==> src/rtl/sdram_rd_pkg.sv <==
package sdram_rd_pkg;
    localparam int BANK_W = 2;
    localparam int MIN_CL = 2;
    localparam int MAX_CL = 3;
    localparam int MAX_BL = 8;
    localparam int IDX_W  = $clog2(MAX_BL);
endpackage

==> src/rtl/sdram_rd_addr.sv <==
module sdram_rd_addr
    import sdram_rd_pkg::*;
#(
    parameter int COL_W = 8
) (
    input  logic [COL_W-1:0] start_i,
    input  logic [IDX_W-1:0] idx_i,
    input  logic [1:0]       bl_sel,
    output logic [COL_W-1:0] col_o
);
    logic [COL_W-1:0] mask;
    logic [COL_W-1:0] sum;

    always_comb begin
        mask  = COL_W'(({{IDX_W{1'b0}}, 1'b1} << bl_sel) - 1'b1);
        sum   = start_i + COL_W'(idx_i);
        col_o = (start_i & ~mask) | (sum & mask);
    end
endmodule

==> src/rtl/sdram_rd_store.sv <==
module sdram_rd_store
    import sdram_rd_pkg::*;
#(
    parameter int COL_W  = 8,
    parameter int DATA_W = 16
) (
    input  logic [BANK_W-1:0] bank_i,
    input  logic [COL_W-1:0]  col_i,
    output logic [DATA_W-1:0] word_o
);
    localparam int PAD_W = DATA_W - BANK_W - COL_W;

    // Fixed content pattern: bank in the top bits, column in the low bits.
    assign word_o = {bank_i, {PAD_W{1'b0}}, col_i};
endmodule

==> src/rtl/sdram_rd_ctrl.sv <==
module sdram_rd_ctrl
    import sdram_rd_pkg::*;
#(
    parameter int COL_W = 8
) (
    input  logic              clk,
    input  logic              rst_n,
    input  logic [1:0]        bl_sel,
    input  logic              rd_en,
    input  logic [BANK_W-1:0] rd_bank,
    input  logic [COL_W-1:0]  rd_col,
    input  logic              pre_en,
    input  logic [BANK_W-1:0] pre_bank,
    output logic              iss_v,
    output logic [BANK_W-1:0] iss_bank,
    output logic [COL_W-1:0]  iss_col,
    output logic              err_o
);
    typedef struct packed {
        logic              active;
        logic [BANK_W-1:0] bank;
        logic [COL_W-1:0]  start;
        logic [IDX_W-1:0]  idx;
        logic              err;
    } state_t;

    state_t s_d, s_q;
    logic [IDX_W:0] bl_words;
    logic last, conflict, cut;

    sdram_rd_addr #(.COL_W(COL_W)) u_addr (
        .start_i(s_q.start),
        .idx_i  (s_q.idx),
        .bl_sel (bl_sel),
        .col_o  (iss_col)
    );

    assign bl_words = {{IDX_W{1'b0}}, 1'b1} << bl_sel;
    assign last     = ({1'b0, s_q.idx} == (bl_words - 1'b1));
    assign conflict = rd_en && pre_en && (pre_bank == rd_bank);
    assign cut      = pre_en && (pre_bank == s_q.bank);

    always_comb begin
        s_d     = s_q;
        s_d.err = conflict;
        if (s_q.active) begin
            s_d.idx = s_q.idx + 1'b1;
            if (last) s_d.active = 1'b0;
        end
        // The word issued this cycle still leaves; only later ones stop.
        if (cut) s_d.active = 1'b0;
        if (rd_en && !conflict) begin
            s_d.active = 1'b1;
            s_d.bank   = rd_bank;
            s_d.start  = rd_col;
            s_d.idx    = '0;
        end
    end

    always_ff @(posedge clk) begin
        if (!rst_n) s_q <= '0;
        else        s_q <= s_d;
    end

    assign iss_v    = s_q.active;
    assign iss_bank = s_q.bank;
    assign err_o    = s_q.err;

    // precharge to the reading bank stops further issue
    a_r6_pre_stops: assert property (@(posedge clk) disable iff (!rst_n)
        (pre_en && !rd_en && iss_v && pre_bank == iss_bank) |=> !iss_v);

    // precharge to another bank leaves the burst running
    a_r8_other_bank: assert property (@(posedge clk) disable iff (!rst_n)
        (pre_en && !rd_en && iss_v && pre_bank != iss_bank && !last) |=> iss_v);

    // same-cycle conflict raises the flag
    a_r10_err_flag: assert property (@(posedge clk) disable iff (!rst_n)
        (rd_en && pre_en && pre_bank == rd_bank) |=> err_o);

    // a conflicting read starts nothing
    a_r10_no_start: assert property (@(posedge clk) disable iff (!rst_n)
        (rd_en && pre_en && pre_bank == rd_bank && !iss_v) |=> !iss_v);
endmodule

==> src/rtl/sdram_rd_pipe.sv <==
module sdram_rd_pipe
    import sdram_rd_pkg::*;
#(
    parameter int DATA_W = 16
) (
    input  logic              clk,
    input  logic              rst_n,
    input  logic              cl_sel,
    input  logic              in_v,
    input  logic [DATA_W-1:0] in_data,
    output logic              oe_o,
    output logic [DATA_W-1:0] dq_o
);
    localparam int TAP_LO = MIN_CL - 1;
    localparam int TAP_HI = MAX_CL - 1;

    typedef struct packed {
        logic              v;
        logic [DATA_W-1:0] d;
    } stage_t;

    stage_t [MAX_CL-1:0] p_d, p_q;
    stage_t tap;

    always_comb begin
        p_d[0] = {in_v, (in_v ? in_data : {DATA_W{1'b0}})};
        for (int i = 1; i < MAX_CL; i++) p_d[i] = p_q[i-1];
    end

    always_ff @(posedge clk) begin
        if (!rst_n) p_q <= '0;
        else        p_q <= p_d;
    end

    assign tap  = cl_sel ? p_q[TAP_HI] : p_q[TAP_LO];
    assign oe_o = tap.v;
    assign dq_o = tap.d;

    // a quiet bus carries zero
    a_r9_idle_zero: assert property (@(posedge clk) disable iff (!rst_n)
        !oe_o |-> dq_o == '0);
endmodule

==> src/rtl/sdram_rd_seq.sv <==
module sdram_rd_seq
    import sdram_rd_pkg::*;
#(
    parameter int COL_W  = 8,
    parameter int DATA_W = 16
) (
    input  logic              clk,
    input  logic              rst_n,
    input  logic              cl_sel,
    input  logic [1:0]        bl_sel,
    input  logic              rd_en,
    input  logic [1:0]        rd_bank,
    input  logic [COL_W-1:0]  rd_col,
    input  logic              pre_en,
    input  logic [1:0]        pre_bank,
    output logic [DATA_W-1:0] dq_o,
    output logic              oe_o,
    output logic              err_o
);
    logic              iss_v;
    logic [BANK_W-1:0] iss_bank;
    logic [COL_W-1:0]  iss_col;
    logic [DATA_W-1:0] iss_word;

    sdram_rd_ctrl #(.COL_W(COL_W)) u_ctrl (
        .clk(clk), .rst_n(rst_n), .bl_sel(bl_sel),
        .rd_en(rd_en), .rd_bank(rd_bank), .rd_col(rd_col),
        .pre_en(pre_en), .pre_bank(pre_bank),
        .iss_v(iss_v), .iss_bank(iss_bank), .iss_col(iss_col),
        .err_o(err_o)
    );

    sdram_rd_store #(.COL_W(COL_W), .DATA_W(DATA_W)) u_store (
        .bank_i(iss_bank), .col_i(iss_col), .word_o(iss_word)
    );

    sdram_rd_pipe #(.DATA_W(DATA_W)) u_pipe (
        .clk(clk), .rst_n(rst_n), .cl_sel(cl_sel),
        .in_v(iss_v), .in_data(iss_word),
        .oe_o(oe_o), .dq_o(dq_o)
    );

    // with latency 3, the bus follows the issue stream three clocks later
    a_r2_cl3_delay: assert property (@(posedge clk) disable iff (!rst_n)
        cl_sel |-> oe_o == $past(iss_v, 3));

    // with latency 2, two clocks later
    a_r2_cl2_delay: assert property (@(posedge clk) disable iff (!rst_n)
        !cl_sel |-> oe_o == $past(iss_v, 2));
endmodule

==> config.mk <==
export PLATFORM = sky130hd
export DESIGN_NAME = sdram_rd_seq
export DESIGN_NICKNAME = d
export VERILOG_FILES = /design/src/rtl/sdram_rd_pkg.sv /design/src/rtl/sdram_rd_addr.sv /design/src/rtl/sdram_rd_store.sv /design/src/rtl/sdram_rd_ctrl.sv /design/src/rtl/sdram_rd_pipe.sv /design/src/rtl/sdram_rd_seq.sv
export SDC_FILE = /design/constraint.sdc
export NUM_CORES = 1
export LEC_CHECK = 0
export CAP_MARGIN = 20
export CORE_MARGIN = 3
export CORE_UTILIZATION = 30
export CTS_BUF_LIST = sky130_fd_sc_hd__clkbuf_16
export CTS_CLUSTER_SIZE = 28
export DETAILED_ROUTE_END_ITERATION = 16
export HOLD_SLACK_MARGIN = 0.03
export SETUP_SLACK_MARGIN = 0.05
export SYNTH_ARGS = -nofsm -noshare
export SYNTH_HDL_FRONTEND = slang
export SYNTH_HIERARCHICAL = 1
export SYNTH_SLANG_ARGS = --single-unit
export TNS_END_PERCENT = 10
==> constraint.sdc <==
create_clock -name clk -period 1.85 [get_ports clk]
set_clock_uncertainty 0.05 [all_clocks]
set_input_delay 0.2775 -clock clk [delete_from_list [all_inputs] [get_ports clk]]
set_output_delay 0.2775 -clock clk [all_outputs]
set_load 0.03 [all_outputs]
==> metrics.csv <==
stage;metric;value;unit
detailed_routing;drtIter0Drc;39;
final_layout;nNetsFinal;318;
clocking;clk_latency;0.32;ns
yosys;synthArstFlopShare;0;%
yosys;yosysMostFrequentCell;dfxtp_1;
place;port_buffers;36;
yosys;ys_seq_area_share;48.35;%
detailed_routing;drtAntennaViolNets;0;
floorplanning;rows;34;
yosys;ys_ff_latch;66;
sta;fin_crit_sh;95.61;%
place;placed_area;3119;sq um
pwr;p_leak;1.562;nW
global_route;grt_pass1_wl;7507;microns
yosys;netlist.area_leader.share;48.35;%
yosys;postSynthAreaPerCell;10.67;sq um
clocking;cts.sinks;66;
final_layout;syn2layout_area_growth;28.21;%
worst_setup_path;arrival;1.98;ns
sta;worstMarginPinSlew;0.5461;ns
yosys;synth_area_leaders;dfxtp_1 (48%), and2_1 (8.0%), mux2_4 (5.5%), buf_4 (4.9%), and3_1 (3.7%);
final_layout;diodes;0;
sta;rsz0062_at_grt;true;
final_layout;utilization;39.78;%
sta;fin_ws;0.08114;ns
place;dp_hpwl;3004;microns
floorplanning;die_area;10290;sq um
clocking;cts_hold_buffers;0;
sta;hold_viol_final;0;
detailed_routing;route.detailed.wl_per_inst;10.97;microns
final_layout;drive_gt1_share;25.93;%
sta;setup_violations;0;
worst_setup_path;cp.required;2.06;ns
sta;whs;0.2839;ns
worst_setup_path;endpoint_kind;register;
sta;max_freq;0.5653;GHz
sta;setup_tns;0;ns
sta;relSlewSlack;63.60;%
floorplanning;core_area;8806;sq um
worst_hold_path;hold_path.class;input port to register;
global_route;grt_use_total;9.395;%
global_route;antenna_found_initial;0;
detailed_routing;routed_via_density;4.165;
clocking;numCtsBuffers;9;
worst_setup_path;crit_type;register to register;
yosys;synth_warnings;6;
final_layout;fin_area;3503;sq um
clocking;cts_max_level;3;
sta;period_needed;1.769;ns
place;place.gp.congestion;0.7463;
clocking;cts_tree;done;
clocking;clockBufferDepth;2;
detailed_routing;wirelength;4441;microns
worst_setup_path;crit_path_start_kind;register;
clocking;cts-root-buf;clkbuf_16;
clocking;path_clk_slew;0.06;ns
yosys;syn_area;2733;sq um
yosys;yosys_most_used_dff;dfxtp_1;
floorplanning;io_pins;37;
detailed_routing;via_count;1687;
floorplanning;fp.dieW;101.4;microns
worst_setup_path;crit_path_max_incr_delay;0.39;ns
status;outcome;completed;
yosys;synth_top_cell_by_area;dfxtp_1;
worst_setup_path;cp_slowest_cell;fa_2;
yosys;synth_edf_count;0;
detailed_routing;first_pass_iters;4;
global_route;grt_pass1_vias;1655;
yosys;synth.distinct_cells;37;
worst_setup_path;cp_cell_sequence;ha_4 > inv_2 > fa_2 > nor2b_2 > o2111ai_2 > nor2_2 > xor2_1 > and3_1;
global_route;overflow;0;
run;maxCapViolations;0;
yosys;synth_common_cells;dfxtp_1 (66), and2_1 (35), nand2_1 (26), buf_4 (18), and3_1 (16);
global_route;grt_max_degree;34;
floorplanning;start_util;31.03;%
worst_setup_path;crit_fanout;4;
floorplanning;die_h;101.4;microns
place;preCtsSetupSlack;-0.1725;ns
yosys;syn_inst;256;
sta;slew_viol_final;0;
pwr;powerDensity;1021;nW/um^2
detailed_routing;drc;0;
pwr;peakVddDrop;0.5085;mV
-- worst paths after layout --
check	start	endpoint	slack, ns	cells after the start
setup / recovery	u_ctrl/s_q[1]	u_pipe/p_d[23]	0.08	8
hold / removal	rst_n	u_ctrl/err_o	0.28	3
setup reg to reg	u_ctrl/s_q[1]	u_pipe/p_d[23]	0.08	8
hold reg to reg	u_pipe/p_d[19]	u_pipe/p_d[36]	0.38	1
-- where the power goes --
group          internal [W]  leakage, nW  switching [W]  total (W)
registers           0.00147        0.537      0.0000300    0.00150
clock network       0.00119        0.153       0.000620    0.00181
logic              0.000144        0.872       0.000127   0.000271
-- per-stage QoR --
step | instances | power, W
5_1_grt | 405 | 0.003732
3_3_place_gp | 385 | 0.001782
3_5_place_dp | 385 | 0.001788
4_1_cts | 401 | 0.003622
2_1_floorplan | 261 | 0.001721
6_report | 405 | 0.003576
-- final cells by class --
type / count / area [sq um]
Clock inverter: 7 / 101.3
Clock buffer: 9 / 225.2
Timing Repair Buffer: 50 / 480.5
Tap cell: 108 / 135.1
Inverter: 8 / 30.03
Sequential cell: 66 / 1328
Fill cell: 861 / 5303
Multi-Input combinational cell: 157 / 1204
-- what timing repair did --
action                     4_1_cts  5_1_grt
buffers inserted                 0        4
pin swaps                        0        5
gates resized for setup          6        5
setup endpoints to repair       18        1
-- worst max-delay path: cells and delay by family, from the launching register on --
kind | cells | cell delay [ns]
adders and majority gates | 2 | 0.53
buffers and inverters | 1 | 0.04
AOI/OAI and AO/OA | 1 | 0.17
and+or+nand+nor | 3 | 0.40
DFF | 1 | 0.37
xor gates and xnor gates | 1 | 0.13
-- sequential cells by signal (all words and copies together) (netlist names) --
register and cells:
u_pipe/p_q 17, u_ctrl/err_o 1, u_ctrl/s_q 11, u_ctrl/iss_v 1, u_ctrl/iss_bank 2, u_pipe/p_d 34
-- placed cells by master, fill, tap and decap left out, types with 8 or more instances in the layout --
| master | instances |
|---|---|
| and2_1 | 35 |
| and3_1 | 16 |
| buf_4 | 25 |
| clkbuf_16 | 9 |
| clkdlybuf4s50_1 | 17 |
| dfxtp_1 | 63 |
| mux2_2 | 8 |
| mux2_4 | 10 |
| mux2i_1 | 10 |
| nand2_1 | 26 |
-- per-layer routing --
metal	track usage (%)	vias to the layer above	wire [microns]	share of wire (%)
met3	4.890	5	259	5.8
met2	13.83	42	1890	43
met1	11.74	744	2266	51
li1	-	896	-	-
met5	0	-	0	0
met4	3.374	0	25	0.56
-- cells by family (layout without fill, tap and decap cells) --
logic type / after synthesis / count (layout) / synth area share, %
AO/OA/AOI/OAI: 13 / 13 / 4.350
XOR/XNOR: 12 / 12 / 4.121
adder cells (fa/ha/maj): 7 / 7 / 3.480
buffers and inverters: 38 / 74 / 8.837
flip-flops: 66 / 66 / 48.35
multiplexers: 28 / 28 / 12.45
other: 1 / 6 / 0.1372
AND/OR/NAND/NOR: 91 / 91 / 18.27
No activity file was read; power rests on OpenSTA's default activity.
